<file path="src/rtl/ctl_reg_pkg.sv">
package ctl_reg_pkg;
  localparam int DW       = 64;
  localparam int HALF     = DW / 2;
  localparam int IDX_W    = 6;
  localparam int NUM_IMPL = 45;

  localparam int IX_TRAP_BASE = 8;
  localparam int IX_EXC_RET   = 9;
  localparam int IX_AST_REQ   = 10;
  localparam int IX_AST_EN    = 11;
  localparam int IX_LEVEL     = 12;
  localparam int IX_CUR_MODE  = 13;
  localparam int IX_DMODE     = 14;
  localparam int IX_ALT_MODE  = 15;
  localparam int IX_SW_INT    = 16;
  localparam int IX_CTLSTAT   = 17;
  localparam int IX_IPT_BASE  = 18;
  localparam int IX_MPT_BASE  = 19;
  localparam int IX_DC_MODE   = 20;
  localparam int IX_MISS_MODE = 21;
  localparam int IX_I_ASN     = 22;
  localparam int IX_D_ASN     = 23;
  localparam int IX_EXC_SUM   = 24;
  localparam int IX_EXC_MSK   = 25;
  localparam int IX_RO_FIRST  = 26;
  localparam int IX_RO_LAST   = 30;
  localparam int IX_CYCLE     = 31;
  localparam int IX_MISC      = 32;
  localparam int IX_WO_FIRST  = 33;
  localparam int IX_EVT_FIRST = 37;
  localparam int IX_INV_LAST  = 40;
  localparam int IX_EVT_LAST  = 44;

  localparam logic [DW-1:0] MISC_RESET = 64'h6;

  typedef struct packed {
    logic rd_ok;
    logic wr_ok;
    logic evt;
  } attr_t;

  function automatic attr_t reg_attr(input int i);
    attr_t a;
    logic known;
    known   = (i >= 0) && (i < NUM_IMPL);
    a.rd_ok = known && !(i == IX_ALT_MODE || (i >= IX_WO_FIRST && i <= IX_EVT_LAST));
    a.wr_ok = known && !(i >= IX_RO_FIRST && i <= IX_RO_LAST);
    a.evt   = (i >= IX_EVT_FIRST) && (i <= IX_EVT_LAST);
    return a;
  endfunction

  function automatic logic [DW-1:0] wr_mask(input int i);
    logic [DW-1:0] m;
    m = '1;
    case (i)
      IX_EXC_RET:                 m = ~64'h2;
      IX_AST_REQ, IX_AST_EN:      m = 64'hf;
      IX_LEVEL:                   m = 64'h1f;
      IX_CUR_MODE, IX_DMODE,
      IX_ALT_MODE:                m = 64'h18;
      IX_SW_INT:                  m = 64'h7fff0;
      IX_CTLSTAT:                 m = 64'hff_ffff_0300;
      IX_IPT_BASE, IX_MPT_BASE:   m = 64'hffff_ffff_c000_0000;
      IX_DC_MODE, IX_MISS_MODE:   m = 64'h3f;
      IX_I_ASN:                   m = 64'h7f0;
      IX_D_ASN:                   m = 64'hfe00_0000_0000_0000;
      IX_EXC_SUM, IX_EXC_MSK:     m = '0;
      default: begin
        if (i >= IX_RO_FIRST && i <= IX_RO_LAST) m = '0;
        if (i >= IX_EVT_FIRST && i <= IX_INV_LAST) m = '0;
      end
    endcase
    return m;
  endfunction

  function automatic logic [DW-1:0] rst_val(input int i);
    return (i == IX_MISC) ? MISC_RESET : '0;
  endfunction

  function automatic logic [DW-1:0] merge_cycle(input logic [DW-1:0] stored,
                                                input logic [HALF-1:0] live);
    return {stored[DW-1:HALF], live};
  endfunction
endpackage

</file>
<file path="src/rtl/ctl_reg_decode.sv">
module ctl_reg_decode
  import ctl_reg_pkg::*;
(
  input  logic [IDX_W-1:0] idx,
  input  logic             rd_en,
  input  logic             wr_en,
  input  logic             spec,
  output logic             wr_commit,
  output logic             wr_fault,
  output logic             rd_fault,
  output logic             rd_ok,
  output logic             evt_fire
);
  attr_t a;
  logic  wr_live;

  always_comb a = reg_attr(int'(idx));

  assign wr_live   = wr_en & ~spec;
  assign wr_commit = wr_live & a.wr_ok;
  assign wr_fault  = wr_live & ~a.wr_ok;
  assign rd_fault  = rd_en & ~a.rd_ok;
  assign rd_ok     = a.rd_ok;
  assign evt_fire  = wr_commit & a.evt;
endmodule

</file>
<file path="src/rtl/ctl_reg_store.sv">
module ctl_reg_store
  import ctl_reg_pkg::*;
(
  input  logic             clk,
  input  logic             rst_n,
  input  logic             wr_commit,
  input  logic [IDX_W-1:0] wr_idx,
  input  logic [DW-1:0]    wr_data,
  output logic [DW-1:0]    bank_q [NUM_IMPL]
);
  for (genvar g = 0; g < NUM_IMPL; g++) begin : g_ent
    localparam logic [DW-1:0] MASK = wr_mask(g);
    localparam logic [DW-1:0] RST  = rst_val(g);
    logic hit;
    assign hit = wr_commit && (wr_idx == IDX_W'(g));
    always_ff @(posedge clk or negedge rst_n) begin
      if (!rst_n)   bank_q[g] <= RST;
      else if (hit) bank_q[g] <= wr_data & MASK;
    end
  end
endmodule

</file>
<file path="src/rtl/ctl_reg_rdport.sv">
module ctl_reg_rdport
  import ctl_reg_pkg::*;
(
  input  logic            clk,
  input  logic            rst_n,
  input  logic            rd_en,
  input  logic            rd_ok,
  input  logic            is_cycle,
  input  logic [DW-1:0]   sel_word,
  input  logic [HALF-1:0] cyc_lo,
  input  logic            fault_now,
  output logic [DW-1:0]   rd_data,
  output logic            acc_fault
);
  logic [DW-1:0] rd_next;

  always_comb begin
    if (!rd_ok)        rd_next = '0;
    else if (is_cycle) rd_next = merge_cycle(sel_word, cyc_lo);
    else               rd_next = sel_word;
  end

  always_ff @(posedge clk or negedge rst_n) begin
    if (!rst_n) begin
      rd_data   <= '0;
      acc_fault <= 1'b0;
    end else begin
      acc_fault <= fault_now;
      if (rd_en) rd_data <= rd_next;
    end
  end
endmodule

</file>
<file path="src/rtl/ctl_reg_event.sv">
module ctl_reg_event
  import ctl_reg_pkg::*;
(
  input  logic             clk,
  input  logic             rst_n,
  input  logic             evt_fire,
  input  logic [IDX_W-1:0] idx,
  output logic             evt_pulse,
  output logic [IDX_W-1:0] evt_idx
);
  always_ff @(posedge clk or negedge rst_n) begin
    if (!rst_n) begin
      evt_pulse <= 1'b0;
      evt_idx   <= '0;
    end else begin
      evt_pulse <= evt_fire;
      evt_idx   <= evt_fire ? idx : '0;
    end
  end
endmodule

</file>
<file path="src/rtl/ctl_reg_bank.sv">
module ctl_reg_bank
  import ctl_reg_pkg::*;
(
  input  logic             clk,
  input  logic             rst_n,
  input  logic [IDX_W-1:0] idx,
  input  logic [DW-1:0]    wr_data,
  input  logic             rd_en,
  input  logic             wr_en,
  input  logic             spec,
  input  logic [HALF-1:0]  cyc_cnt,
  output logic [DW-1:0]    rd_data,
  output logic             acc_fault,
  output logic             evt_pulse,
  output logic [IDX_W-1:0] evt_idx
);
  logic          wr_commit, wr_fault, rd_fault, rd_ok, evt_fire;
  logic          is_cycle;
  logic [DW-1:0] sel_word;
  logic [DW-1:0] bank_q [NUM_IMPL];

  ctl_reg_decode u_dec (
    .idx       (idx),
    .rd_en     (rd_en),
    .wr_en     (wr_en),
    .spec      (spec),
    .wr_commit (wr_commit),
    .wr_fault  (wr_fault),
    .rd_fault  (rd_fault),
    .rd_ok     (rd_ok),
    .evt_fire  (evt_fire)
  );

  ctl_reg_store u_store (
    .clk       (clk),
    .rst_n     (rst_n),
    .wr_commit (wr_commit),
    .wr_idx    (idx),
    .wr_data   (wr_data),
    .bank_q    (bank_q)
  );

  always_comb begin
    sel_word = '0;
    for (int k = 0; k < NUM_IMPL; k++)
      if (idx == IDX_W'(k)) sel_word = bank_q[k];
  end

  assign is_cycle = (idx == IDX_W'(IX_CYCLE));

  ctl_reg_rdport u_rd (
    .clk       (clk),
    .rst_n     (rst_n),
    .rd_en     (rd_en),
    .rd_ok     (rd_ok),
    .is_cycle  (is_cycle),
    .sel_word  (sel_word),
    .cyc_lo    (cyc_cnt),
    .fault_now (rd_fault | wr_fault),
    .rd_data   (rd_data),
    .acc_fault (acc_fault)
  );

  ctl_reg_event u_evt (
    .clk       (clk),
    .rst_n     (rst_n),
    .evt_fire  (evt_fire),
    .idx       (idx),
    .evt_pulse (evt_pulse),
    .evt_idx   (evt_idx)
  );
endmodule

</file>
<file path="config.mk">
export PLATFORM = sky130hd
export DESIGN_NAME = ctl_reg_bank
export DESIGN_NICKNAME = d
export VERILOG_FILES = /design/src/rtl/ctl_reg_pkg.sv /design/src/rtl/ctl_reg_decode.sv /design/src/rtl/ctl_reg_store.sv /design/src/rtl/ctl_reg_rdport.sv /design/src/rtl/ctl_reg_event.sv /design/src/rtl/ctl_reg_bank.sv
export SDC_FILE = /design/constraint.sdc
export NUM_CORES = 2
export LEC_CHECK = 0
export ABC_AREA = 0
export ABC_CLOCK_PERIOD_IN_PS = 4200
export BUFFER_PORTS_ARGS = -buffer_cell sky130_fd_sc_hd__buf_2
export CORE_ASPECT_RATIO = 2
export CORE_MARGIN = 4
export CORE_UTILIZATION = 66
export CTS_CLUSTER_DIAMETER = 30
export CTS_CLUSTER_SIZE = 16
export DETAILED_ROUTE_END_ITERATION = 16
export GPL_TIMING_DRIVEN = 0
export PLACE_DENSITY_LB_ADDON = 0.15
export SETUP_SLACK_MARGIN = 0.5
export SYNTH_ARGS = -nofsm -noshare
export SYNTH_HDL_FRONTEND = slang
export SYNTH_SLANG_ARGS = --single-unit
</file>
<file path="constraint.sdc">
create_clock -name clk -period 4.2 [get_ports clk]
set_input_delay 0.63 -clock clk [delete_from_list [all_inputs] [get_ports clk]]
set_output_delay 0.63 -clock clk [all_outputs]
set_load 0.01 [all_outputs]
</file>
==> results.sh, run 1 <==
export IMPL_async_flop_share_pct=100
export IMPL_initial_utilization_pct=66.4
export IMPL_gp_congestion=1.16
export IMPL_netlist_area_um2=58300
export IMPL_synth_edf_count=0
export IMPL_stop_error="[ERROR GRT-0116] Global routing finished with congestion. Check the congestion regions in the DRC Viewer."
export IMPL_status="stopped before the end"
export IMPL_grt_pass1_wl_um=443000
export IMPL_die_y_um=428
export IMPL_synthCells=4597
export IMPL_ys_warn_count=0
export IMPL_io_pins=179
export IMPL_cts_buffers=141
export IMPL_ys_types=92
export IMPL_htreeDepth=4
export IMPL_fp_dieW_um=218
export IMPL_cts_buffer_depth=3
export IMPL_root_buffer="clkbuf_16"
export IMPL_fp_row_count=154
export IMPL_syn_num_nets=4704
export IMPL_placed_cell_area_um2=61100
export IMPL_syn_area_per_cell_um2=12.7
export IMPL_grt_max_degree=175
export IMPL_grt_pass1_vias=54300
export IMPL_synth_seq_cells=1256
export IMPL_hpwl_um=202000
export IMPL_ys_flop_type="dfrtp_1"
export IMPL_grt_ovfl_total=4
export IMPL_stop_stage="global routing (5_1_grt)"
export IMPL_cts_sinks=1256
export IMPL_grtUsageTotal_pct=68.6
export IMPL_seq_area_frac_synth_pct=53.9
export IMPL_port_buffer_count=174
## synth_stat cells (81+ instances only)
cell type | instances | area share [%]
nor2_1 | 173 | 1.1
a22oi_1 | 91 | 1.2
nand2_1 | 154 | 0.99
a221oi_1 | 90 | 1.4
a21oi_1 | 169 | 1.4
dfrtp_1 | 1254 | 54
mux2i_1 | 96 | 1.6
clkbuf_1 | 216 | 1.4
mux2_2 | 1228 | 24
o22ai_1 | 81 | 0.87
buf_2 | 223 | 1.9
o21ai_0 | 145 | 1.2
## cells by family after synthesis
| kind of cell | Yosys count | share of synthesized area [%] |
|---|---|---|
| DFF | 1256 | 53.9 |
| buffers and inverters | 499 | 3.91 |
| muxes | 1351 | 26.2 |
| xor gates and xnor gates | 2 | 0.0300 |
| other | 1 | 0.00643 |
| and+or+nand+nor | 588 | 5.09 |
| AOI/OAI and AO/OA | 900 | 10.8 |
## per-stage QoR
step | instances | setup slack, ns | setup TNS [ns] | utilization (%)
4_1_cts | 6218 | 0.405 | 0 | 75.2
3_5_place_dp | 5957 | -1.12 | -280.13 | 69.5
3_3_place_gp | 5941 | -24.03 | - | 69.1
2_1_floorplan | 4597 | 1.61 | 0 | -
## timing repair
item	4_1_cts
setup buffers	5
gates cloned	0
endpoints found under the setup margin	401
endpoints found under the hold margin	146
gates resized for setup	54
pin swaps	2
## routing by layer
metal | track usage [%] | GRT overflow
met1 | 68.8 | 0
met2 | 87.7 | 2
met3 | 48.5 | 0
met4 | 69.2 | 2
met5 | 17.7 | 0
==> run 2, diff against run 1 <==
--- a/config.mk
+++ b/config.mk
@@ -8,15 +8,11 @@
 export ABC_AREA = 0
 export ABC_CLOCK_PERIOD_IN_PS = 4200
 export BUFFER_PORTS_ARGS = -buffer_cell sky130_fd_sc_hd__buf_2
-export CORE_ASPECT_RATIO = 2
 export CORE_MARGIN = 4
-export CORE_UTILIZATION = 66
-export CTS_CLUSTER_DIAMETER = 30
-export CTS_CLUSTER_SIZE = 16
+export CORE_UTILIZATION = 40
 export DETAILED_ROUTE_END_ITERATION = 16
 export GPL_TIMING_DRIVEN = 0
 export PLACE_DENSITY_LB_ADDON = 0.15
-export SETUP_SLACK_MARGIN = 0.5
 export SYNTH_ARGS = -nofsm -noshare
 export SYNTH_HDL_FRONTEND = slang
 export SYNTH_SLANG_ARGS = --single-unit
==> run 2 against run 1 <==
  * The flow now finishes, with violations (capacitance limit, slew limit, setup timing)
  * Synthesized cell count stayed put
  * Synthesized area stayed put
==> results.sh, run 2 <==
export IMPL_grt_ovfl_total=0
export IMPL_grt_pass1_vias=44500
export IMPL_fin_nets=5037
export IMPL_ys_flop_type="dfrtp_1"
export IMPL_fp_row_count=139
export IMPL_critPathLaunchType="primary input"
export IMPL_syn_area_per_cell_um2=12.7
export IMPL_power_mw=28.6
export IMPL_worstPathMaxFanout=10
export IMPL_largest_register="u_store.bank_q"
export IMPL_async_flop_share_pct=100
export IMPL_yosys_top_cells_area="dfrtp_1 (54%), mux2_2 (24%), buf_2 (1.9%)"
export IMPL_power_density_nw_per_um2=428
export IMPL_hpwl_um=189000
export IMPL_syn_num_nets=4704
export IMPL_drt_first_pass_iters=5
export IMPL_synthCells=4597
export IMPL_synth_compound_area_share_pct=10.8
export IMPL_fp_dieW_um=390
export IMPL_worst_pin_slew_ns=1.63
export IMPL_yosysTopAreaCell="dfrtp_1"
export IMPL_synth_seq_cells=1256
export IMPL_ys_types=92
export IMPL_hold_viol=0
export IMPL_instances_no_fill=6973
export IMPL_root_buffer="clkbuf_16"
export IMPL_synth_top_cells_by_count="dfrtp_1 (1254), mux2_2 (1228), buf_2 (223)"
export IMPL_synth_xor_area_share_pct=0.0300
export IMPL_finalSetupTns_ns=-6.01
export IMPL_io_pins=179
export IMPL_grt_pass1_wl_um=377000
export IMPL_clk_latency_ns=0.80
export IMPL_placed_cell_area_um2=62000
export IMPL_routedWlPerCell_um=39.9
export IMPL_first_iter_violations=5534
export IMPL_drv_cap=16
export IMPL_violations="capacitance limit, slew limit, setup timing"
export IMPL_initial_utilization_pct=40.5
export IMPL_yosysTopAreaCellShare_pct=53.8
export IMPL_synth_edf_count=0
export IMPL_crit_path_end_kind="flop"
export IMPL_crit_arrival_ns=4.97
export IMPL_relSlewSlack_pct=-8.97
export IMPL_grtUsageTotal_pct=36.1
export IMPL_stdcell_area_um2=66700
export IMPL_synth_most_common_cell="dfrtp_1"
export IMPL_setup_violations_final=87
export IMPL_coreArea_um2=144000
export IMPL_htreeDepth=4
export IMPL_rsz0062_at_grt="false"
export IMPL_die_y_um=390
export IMPL_finClkSkew_ns=0.0282
export IMPL_most_common_layout_cells="dfrtp_1 (1254), mux2_2 (1228), buf_2 (398), clkbuf_1 (236), nor2_1 (170)"
export IMPL_p_leak_nw=32.3
export IMPL_period_minus_slack_ns=4.32
export IMPL_largest_reg_flops=1184
export IMPL_worstPathRequired_ns=4.85
export IMPL_port_buffer_count=174
export IMPL_fmax_mhz=231
export IMPL_holdCritPathClass="in2reg"
export IMPL_area_growth_pct=14.3
export IMPL_ys_warn_count=0
export IMPL_cts_buffer_depth=3
export IMPL_netlist_area_um2=58300
export IMPL_antenna_found_initial=41
export IMPL_post_cts_setup_buffers=0
export IMPL_fin_ws_ns=-0.120
export IMPL_vias=45600
export IMPL_final_common_cell="dfrtp_1"
export IMPL_crit_type="in2reg"
export IMPL_fillers=13300
export IMPL_drive_gt1_share_pct=39.5
export IMPL_seq_area_frac_synth_pct=53.9
export IMPL_cts_sinks=1256
export IMPL_drc=0
export IMPL_synth_simple_gate_area_share_pct=5.09
export IMPL_synth_top_family_by_area="multiplexers"
export IMPL_slew_viol_final=153
export IMPL_grt_max_degree=155
export IMPL_status="finished, violations left"
export IMPL_wl_um=278000
export IMPL_ant_nets=0
export IMPL_fin_util_pct=46.3
export IMPL_top_regs="u_store.bank_q x1184, u_rd.rd_data x64, u_evt.evt_idx x6"
export IMPL_drt_vias_per_instance=6.54
export IMPL_dieArea_um2=152000
export IMPL_cts_tree="built"
export IMPL_synth_fa_ha_area_share_pct=0
export IMPL_peakVddDrop_mv=0.283
export IMPL_clkTransAtPathRegs_ns=0.06
export IMPL_synth_mux_area_share_pct=26.2
export IMPL_gp_congestion=1.00
export IMPL_place_inst=6687
export IMPL_cts_buffers=143
export IMPL_min_period_over_period_pct=103
## run 2: cell counts after synthesis
Identical to the previous run, type by type.
## run 2: layer usage
| metal | part of all wire, % | GRT usage, % |
|---|---|---|
| met2 | 42 | 52.2 |
| met3 | 11 | 10.9 |
| met4 | 8.8 | 26.3 |
| met1 | 39 | 45.7 |
| met5 | 0.036 | 0 |
## run 2: critical path, cell delays in order
cell     delay, ns
buf_2         0.13
buf_2         0.25
buf_4         0.28
buf_4         0.33
nor2b_1       0.79
buf_2         0.59
nand3_1       0.98
buf_2         0.62
mux2_2        0.34
## run 2: metrics by stage
stage / setup slack (ns) / hold WS [ns]
global route: 0.0743 / 0.0914
floorplan: 1.61 / 0.334
CTS: 0.161 / 0.0600
global placement: -26.54 / 0.472
finish: -0.120 / 0.0984
detailed placement: -1.06 / 0.473
## run 2: final timing paths
check | startpoint | end | slack [ns] | cells after the start
min in group asynchronous | rst_n | u_store.bank_q[2349] | 0.31 | 2
hold reg to reg | u_rd.rd_data[5] | u_rd.rd_data[5] | 0.48 | 1
setup reg to reg | u_store.bank_q[2628] | u_rd.rd_data[4] | 1.96 | 5
setup / recovery | idx[1] | u_store.bank_q[2702] | -0.12 | 9
max in group asynchronous | rst_n | u_store.bank_q[2582] | 0.99 | 6
hold / removal | wr_data[28] | u_store.bank_q[2780] | 0.1 | 2
## run 2: area by class of cell
cell class	instances	area [um2]	share of cell area (%)
Antenna cell	34	85.1	0.128
Buffer	481	2240	3.36
Clock buffer	206	4110	6.16
Clock inverter	45	520	0.780
Inverter	17	63.8	0.0957
Multi-Input combinational cell	2842	24600	37.0
Sequential cell	1256	31400	47.1
Tap cell	1903	2380	3.57
Timing Repair Buffer	189	1220	1.83
## run 2: cell families after synthesis
family / after synthesis
AO/OA/AOI/OAI: 900
XOR/XNOR: 2
buffers and inverters: 499
flip-flops: 1256
multiplexers: 1351
other: 1
AND/OR/NAND/NOR: 588
## run 2: power breakdown
part | switching (mW) | internal (mW) | leakage [nW]
Combinational | 1.68 | 0.946 | 12.8
Clock | 5.46 | 7.26 | 2.28
Sequential | 0.406 | 12.8 | 17.2
## run 2: what timing repair did
action                                 CTS  global route
gates resized for setup                  1             1
hold buffers                             1             0
endpoints found under the hold margin   37             0
setup endpoints to repair               19             1
(Power assumes the default switching activity.)
